[src/rtl/tmr_pkg.sv]
// Package: shared constants and control-word layout for the timer channel.
// Assumes a 7-bit control word: prescale exponent, source, reload, enable.
package tmr_pkg;
    localparam int PSC_FW  = 3;                 // prescale exponent width
    localparam int SRC_FW  = 2;                 // source select width
    localparam int PDIV_W  = (1 << PSC_FW) - 1; // prescaler counter width
    localparam int CTRL_W  = PSC_FW + SRC_FW + 2;

    typedef struct packed {
        logic [PSC_FW-1:0] psc;
        logic [SRC_FW-1:0] src;
        logic              reload;
        logic              en;
    } ctrl_t;

    localparam ctrl_t CTRL_RST = '{psc: '0, src: 2'd1, reload: 1'b0, en: 1'b0};

    localparam logic [1:0] A_CTRL   = 2'd0;
    localparam logic [1:0] A_IVAL   = 2'd1;
    localparam logic [1:0] A_COUNT  = 2'd2;
    localparam logic [1:0] A_STATUS = 2'd3;
endpackage

[src/rtl/tmr_src_mux.sv]
// Module: picks one source tick from the select field.
// Assumes ticks are single-cycle and synchronous; codes at or above NUM_SRC give no tick.
module tmr_src_mux
    import tmr_pkg::*;
#(
    parameter int NUM_SRC = 3
) (
    input  logic              clk,
    input  logic              rst_n,
    input  logic [NUM_SRC-1:0] tick_i,
    input  logic [SRC_FW-1:0] sel_i,
    output logic              tick_o
);
    localparam int NSLOT = 1 << SRC_FW;

    logic [NSLOT-1:0] slot;

    // Purpose: pad the source vector so every select code maps to a slot.
    generate
        for (genvar g = 0; g < NSLOT; g++) begin : g_slot
            if (g < NUM_SRC) begin : g_live
                assign slot[g] = tick_i[g];
            end else begin : g_dead
                assign slot[g] = 1'b0;
            end
        end
    endgenerate

    // Purpose: route the selected slot to the output.
    always_comb tick_o = slot[sel_i];

    a_r9_no_tick_undef: assert property (@(posedge clk) disable iff (!rst_n)
        (int'(sel_i) >= NUM_SRC) |-> !tick_o);
    a_r4_follow_sel: assert property (@(posedge clk) disable iff (!rst_n)
        (int'(sel_i) < NUM_SRC && tick_i[sel_i]) |-> tick_o);
endmodule

[src/rtl/tmr_prescaler.sv]
// Module: free-running power-of-two prescaler on the selected tick.
// Emits a scaled tick when the low n bits of the advanced count wrap to zero.
module tmr_prescaler
    import tmr_pkg::*;
(
    input  logic              clk,
    input  logic              rst_n,
    input  logic              clr_i,
    input  logic              tick_i,
    input  logic [PSC_FW-1:0] exp_i,
    output logic              scaled_o
);
    logic [PDIV_W-1:0] cnt_q;
    logic [PDIV_W-1:0] cnt_nxt;
    logic [PDIV_W-1:0] mask;

    // Purpose: next count value and the wrap mask for the chosen exponent.
    always_comb begin
        cnt_nxt = cnt_q + PDIV_W'(1);
        mask    = PDIV_W'(({1'b0, {PDIV_W{1'b0}}} | (PDIV_W+1)'(1) << exp_i) - (PDIV_W+1)'(1));
    end

    // Purpose: advance on each selected tick, clear on reconfiguration.
    always_ff @(posedge clk) begin
        if (!rst_n || clr_i) cnt_q <= '0;
        else if (tick_i)     cnt_q <= cnt_nxt;
    end

    // Purpose: scaled tick when the masked bits wrap.
    always_comb scaled_o = tick_i && !clr_i && ((cnt_nxt & mask) == '0);

    a_r6_clear: assert property (@(posedge clk) disable iff (!rst_n)
        clr_i |=> (cnt_q == '0));
    a_r5_div1_pass: assert property (@(posedge clk) disable iff (!rst_n)
        (exp_i == '0 && tick_i && !clr_i) |-> scaled_o);
    a_r5_no_tick_no_scaled: assert property (@(posedge clk) disable iff (!rst_n)
        !tick_i |-> !scaled_o);
endmodule

[src/rtl/tmr_down_counter.sv]
// Module: down counter with load, reload on underflow and an interrupt pulse.
// Assumes load and tick are single-cycle strobes; load takes priority.
module tmr_down_counter #(
    parameter int CNT_W = 32
) (
    input  logic             clk,
    input  logic             rst_n,
    input  logic             en_i,
    input  logic             tick_i,
    input  logic             load_i,
    input  logic [CNT_W-1:0] ival_i,
    output logic [CNT_W-1:0] count_o,
    output logic             irq_o
);
    logic step;

    // Purpose: a count step happens on an enabled scaled tick.
    always_comb step = en_i && tick_i && !load_i;

    // Purpose: load, reload on underflow, or decrement the counter.
    always_ff @(posedge clk) begin
        if (!rst_n) begin
            count_o <= '0;
            irq_o   <= 1'b0;
        end else begin
            irq_o <= 1'b0;
            if (load_i) begin
                count_o <= ival_i;
            end else if (step) begin
                if (count_o == '0) begin
                    count_o <= ival_i;
                    irq_o   <= 1'b1;
                end else begin
                    count_o <= count_o - CNT_W'(1);
                end
            end
        end
    end

    a_r3_load: assert property (@(posedge clk) disable iff (!rst_n)
        load_i |=> (count_o == $past(ival_i) && !irq_o));
    a_r7_hold: assert property (@(posedge clk) disable iff (!rst_n)
        (!load_i && !(en_i && tick_i)) |=> ($stable(count_o) && !irq_o));
    a_r8_decrement: assert property (@(posedge clk) disable iff (!rst_n)
        (en_i && tick_i && !load_i && count_o != '0) |=> (count_o == $past(count_o) - CNT_W'(1)));
    a_r8_underflow: assert property (@(posedge clk) disable iff (!rst_n)
        (en_i && tick_i && !load_i && count_o == '0) |=> (irq_o && count_o == $past(ival_i)));
endmodule

[src/rtl/tick_timer_channel.sv]
// Module: one interval timer channel with register port, source select and prescaler.
// Assumes source ticks are synchronous single-cycle enables; reads are combinational.
module tick_timer_channel
    import tmr_pkg::*;
#(
    parameter int CNT_W   = 32,
    parameter int NUM_SRC = 3
) (
    input  logic               clk,
    input  logic               rst_n,
    input  logic [NUM_SRC-1:0] src_tick_i,
    input  logic               wr_en_i,
    input  logic [1:0]         addr_i,
    input  logic [31:0]        wdata_i,
    output logic [31:0]        rdata_o,
    output logic               irq_o
);
    ctrl_t            ctrl_q;
    logic [CNT_W-1:0] ival_q;
    logic [CNT_W-1:0] count;
    logic             err_q;
    logic             ctrl_wr;
    logic             err_clr;
    logic             sel_tick;
    logic             scaled;

    // Purpose: decode register write strobes.
    always_comb begin
        ctrl_wr = wr_en_i && (addr_i == A_CTRL);
        err_clr = wr_en_i && (addr_i == A_STATUS) && wdata_i[0];
    end

    // Purpose: hold the control and interval registers.
    always_ff @(posedge clk) begin
        if (!rst_n) begin
            ctrl_q <= CTRL_RST;
            ival_q <= '0;
        end else begin
            if (ctrl_wr) ctrl_q <= ctrl_t'(wdata_i[CTRL_W-1:0]);
            if (wr_en_i && addr_i == A_IVAL) ival_q <= wdata_i[CNT_W-1:0];
        end
    end

    // Purpose: sticky flag for the undefined source, cleared by software.
    always_ff @(posedge clk) begin
        if (!rst_n)                         err_q <= 1'b0;
        else if (err_clr)                   err_q <= 1'b0;
        else if (int'(ctrl_q.src) >= NUM_SRC) err_q <= 1'b1;
    end

    tmr_src_mux #(.NUM_SRC(NUM_SRC)) i_mux (
        .clk    (clk),
        .rst_n  (rst_n),
        .tick_i (src_tick_i),
        .sel_i  (ctrl_q.src),
        .tick_o (sel_tick)
    );

    tmr_prescaler i_psc (
        .clk      (clk),
        .rst_n    (rst_n),
        .clr_i    (ctrl_wr),
        .tick_i   (sel_tick),
        .exp_i    (ctrl_q.psc),
        .scaled_o (scaled)
    );

    tmr_down_counter #(.CNT_W(CNT_W)) i_cnt (
        .clk     (clk),
        .rst_n   (rst_n),
        .en_i    (ctrl_q.en),
        .tick_i  (scaled),
        .load_i  (ctrl_wr && wdata_i[1]),
        .ival_i  (ival_q),
        .count_o (count),
        .irq_o   (irq_o)
    );

    // Purpose: read multiplexer over the four registers.
    always_comb begin
        rdata_o = '0;
        case (addr_i)
            A_CTRL:   rdata_o[CTRL_W-1:0] = ctrl_q;
            A_IVAL:   rdata_o[CNT_W-1:0]  = ival_q;
            A_COUNT:  rdata_o[CNT_W-1:0]  = count;
            default:  rdata_o[0]          = err_q;
        endcase
    end

    a_r9_sticky: assert property (@(posedge clk) disable iff (!rst_n)
        (err_q && !err_clr) |=> err_q);
    a_r2_count_ro: assert property (@(posedge clk) disable iff (!rst_n)
        (wr_en_i && addr_i == A_COUNT && !sel_tick) |=> $stable(count));
    a_r1_ctrl_default: assert property (@(posedge clk)
        !rst_n |=> (ctrl_q == CTRL_RST && err_q == 1'b0));
endmodule

[config.mk]
export PLATFORM = sky130hd
export DESIGN_NAME = tick_timer_channel
export DESIGN_NICKNAME = d
export VERILOG_FILES = /design/src/rtl/tmr_pkg.sv /design/src/rtl/tmr_src_mux.sv /design/src/rtl/tmr_prescaler.sv /design/src/rtl/tmr_down_counter.sv /design/src/rtl/tick_timer_channel.sv
export SDC_FILE = /design/constraint.sdc
export NUM_CORES = 1
export LEC_CHECK = 0
export ABC_AREA = 1
export BUFFER_PORTS_ARGS = -buffer_cell sky130_fd_sc_hd__buf_2
export CAP_MARGIN = 20
export CORE_MARGIN = 2
export CORE_UTILIZATION = 52
export CTS_CLUSTER_DIAMETER = 120
export DETAILED_ROUTE_END_ITERATION = 8
export PLACE_DENSITY = 0.76
export RECOVER_POWER = 100
export SLEW_MARGIN = 20
export SYNTH_ARGS = -nofsm -noshare
export SYNTH_HDL_FRONTEND = slang
export SYNTH_HIERARCHICAL = 1
export SYNTH_SLANG_ARGS = --single-unit
[constraint.sdc]
create_clock -name clk -period 2.1 [get_ports clk]
set_input_delay 0.105 -clock clk [delete_from_list [all_inputs] [get_ports clk]]
set_output_delay 0.105 -clock clk [all_outputs]
set_load 0.02 [all_outputs]
==> impl_metrics.env <==
export IMPL_status="finished clean"
export IMPL_grt_max_degree=50
export IMPL_fmax_mhz=514
export IMPL_io_pins=73
export IMPL_final_setup_tns_ns=0
export IMPL_cp_end_kind="flip-flop"
export IMPL_post_drt_via_cell_ratio=5.25
export IMPL_met1_length_um=6550
export IMPL_fin_hold_ws_ns=0.00814
export IMPL_drt_iter0_drc=370
export IMPL_finClkSkew_ns=0.00724
export IMPL_areaGrowthSynthToFinish_pct=19.9
export IMPL_drcViolationCount=0
export IMPL_start_util_pct=52.6
export IMPL_seqPwrFrac_pct=35.0
export IMPL_cp_start_kind="flip-flop"
export IMPL_clkTransAtPathRegs_ns=0.09
export IMPL_drive_gt1_share_pct=14.1
export IMPL_rsz0062_at_grt="yes"
export IMPL_cts_htree_levels=3
export IMPL_totalWireLength_um=14200
export IMPL_synth_avg_cell_area_um2=6.24
export IMPL_yosysMostFrequentCell="nand2_1"
export IMPL_clk_latency_ns=0.35
export IMPL_io_buffers=72
export IMPL_power_share_combinational_pct=35.5
export IMPL_ys_types=33
export IMPL_syn_area_mm2=0.00507
export IMPL_utilization_pct=63.1
export IMPL_relSlewSlack_pct=56.2
export IMPL_worstPathArrival_ns=2.23
export IMPL_synth_top_area_share_pct=31.6
export IMPL_cts_buffers=9
export IMPL_p_int_mw=3.07
export IMPL_synthCells=813
export IMPL_criticalPathCategory="reg2reg"
export IMPL_grt_first_pass_wirelength_um=22000
export IMPL_dp_slack_ns=0.0325
export IMPL_wl_per_cell_um=13.6
export IMPL_ys_async_sr_fraction_pct=0
export IMPL_vias=5463
export IMPL_peakVddDrop_v=0.000392
export IMPL_fin_crit_sh_pct=92.6
export IMPL_clock_sinks=80
export IMPL_power_density_mw_per_mm2=802
export IMPL_ys_seq_area_share_pct=31.6
export IMPL_die_area_mm2=0.0106
export IMPL_synthTopCellsByArea="dfxtp_1 32%, nand2_1 19%, a21oi_1 9.1%"
export IMPL_rows=36
export IMPL_post_dp_hpwl_um=9460
export IMPL_synth_common_cells="253 x nand2_1, 92 x a21oi_1, 86 x inv_1, 80 x dfxtp_1, 77 x nor2_1"
export IMPL_fin_nets=950
export IMPL_tightest_slew_ns=0.657
export IMPL_antenna_found_initial=0
export IMPL_cts_root_buffer="clkbuf_8"
export IMPL_die_h_um=103
export IMPL_die_x_um=103
export IMPL_yosysTopAreaCell="dfxtp_1"
export IMPL_first_global_vias=4617
export IMPL_period_needed_ns=1.95
export IMPL_cts_tree="yes"
export IMPL_p_clk_share_pct=29.5
export IMPL_drtPass1Iterations=5
export IMPL_post_cts_repair_setup_buffers=0
export IMPL_core_area_mm2=0.00964
export IMPL_grt_ovfl_total=0
export IMPL_synth_seq_cells=80
export IMPL_wl_met2_um=6350
export IMPL_clk_path_buf_depth=2
export IMPL_setup_ws_ns=0.155
export IMPL_ant_nets=0
export IMPL_top_layer="met4"
export IMPL_hold_path_cell_count=3
export IMPL_syn_nets=860
export IMPL_crit_path_max_fanout=12
export IMPL_rrSetupSlack_ns=0.15
export IMPL_hold_viol=0
export IMPL_crit_required_ns=2.39
export IMPL_synth_edff_count=0
export IMPL_swShare_pct=37.1
export IMPL_finalSetupViolCount=0
export IMPL_r2r_cells=13
export IMPL_slew_violations=0
export IMPL_maxCapViolCount=0
export IMPL_p_switching_mw=1.81
export IMPL_min_path_type="in2reg"
export IMPL_synth_ff_type="dfxtp_1"
export IMPL_antenna_diode_count=0
export IMPL_gp_congestion=0.917
export IMPL_yosysWarnings=6
export IMPL_wl_met3_um=1010
export IMPL_power_leakage_nw=2.65
export IMPL_p_total_mw=4.88
export IMPL_grt_use_total_pct=26.2
==> state kept, by name (all words and copies together), names as in the netlist <==
signal and cells:
i_cnt/count_o 32, ival_q 32, err_q 1, i_cnt/irq_o 1, ctrl_q 7, i_psc/cnt_q 7
==> placed cells by master, fill, tap and decap left out, types with 3 or more instances in the layout <==
cell type | Yosys | routed
o21ai_0 | 32 | 29
nor2_2 | 10 | 10
nor2_1 | 77 | 76
dfxtp_1 | 80 | 76
ha_1 | 7 | 6
o21ai_2 | 11 | 11
nand2_1 | 253 | 253
buf_4 | 5 | 14
dfxtp_2 | 0 | 4
o21ai_1 | 6 | 9
nand3_2 | 4 | 5
buf_2 | 13 | 39
nand3_1 | 69 | 68
clkbuf_1 | 11 | 34
bufinv_16 | 0 | 3
inv_1 | 86 | 85
a21oi_2 | 9 | 9
dlygate4sd3_1 | 0 | 20
clkbuf_8 | 0 | 10
xor2_1 | 7 | 7
xnor2_1 | 15 | 15
nand4_1 | 3 | 3
clkbuf_2 | 0 | 3
a21oi_1 | 92 | 92
nor2_4 | 2 | 3
clkbuf_16 | 0 | 3
==> power by group through the flow <==
stage                     clock network (mW)  registers, mW  logic, mW
final                                   1.44           1.71       1.73
after global routing                    1.52           1.72       1.93
after CTS                               1.45           1.70       1.68
after detailed placement                   0           1.73       1.64
after global placement                     0           1.74       1.63
after floorplan                            0           1.71       1.34
==> per-layer routing <==
layer  track usage [%]  vias to the layer above
met5                 0                        -
met1              37.6                     2468
met2              40.9                      210
met3              4.07                       26
met4              7.49                        0
li1                  -                     2759
==> worst paths after layout <==
| check | start | endpoint |
|---|---|---|
| setup reg to reg | i_psc/cnt_q[1] | i_cnt/count_o[21] |
| hold / removal | wdata_i[13] | ival_q[13] |
| setup / recovery | i_psc/cnt_q[1] | i_cnt/count_o[21] |
| hold reg to reg | ctrl_q[1] | ctrl_q[1] |
==> through the flow <==
| stage | cells | area, um2 |
|---|---|---|
| 2_1_floorplan | 813 | 5080 |
| 3_3_place_gp | 1001 | 5560 |
| 3_5_place_dp | 1001 | 5560 |
| 4_1_cts | 1037 | 6020 |
| 5_1_grt | 1041 | 6080 |
| 6_report | 1041 | 6080 |
==> area by class of cell <==
class / instances / area [um2]
clock buffer: 10 / 138
clock inverter: 6 / 114
fill: 963 / 3560
inverter: 87 / 329
multi-input combinational: 608 / 2950
sequential: 80 / 1610
tap: 133 / 166
timing repair buffer: 117 / 781
==> cells by family after synthesis <==
family / count (synthesis) / share of synthesized area [%]
buffers and inverters: 125 / 10.8
DFF: 80 / 31.6
xor gates and xnor gates: 22 / 3.80
adders and majority gates: 7 / 1.73
and+or+nand+nor: 424 / 34.9
AOI/OAI and AO/OA: 155 / 17.2
==> timing repair <==
| item | in CTS | in global routing |
|---|---|---|
| gates resized for setup | 0 | 15 |
| hold endpoints to repair | 20 | 0 |
| hold buffers | 20 | 0 |
| endpoints found under the setup margin | 0 | 32 |
==> worst max-delay path, cell delays in order, from the launching register on <==
cell and delay [ns]:
dfxtp_2 0.39, ha_4 0.17, nand3_2 0.09, nor2_2 0.11, xor2_1 0.19, nor2_1 0.07, nor2_2 0.09, nand2_1 0.06
inv_1 0.10, nor2_4 0.05, inv_4 0.13, clkbuf_16 0.19, nand3_1 0.09, a21oi_1 0.14
Note: power is estimated with default switching activity, not from simulation.
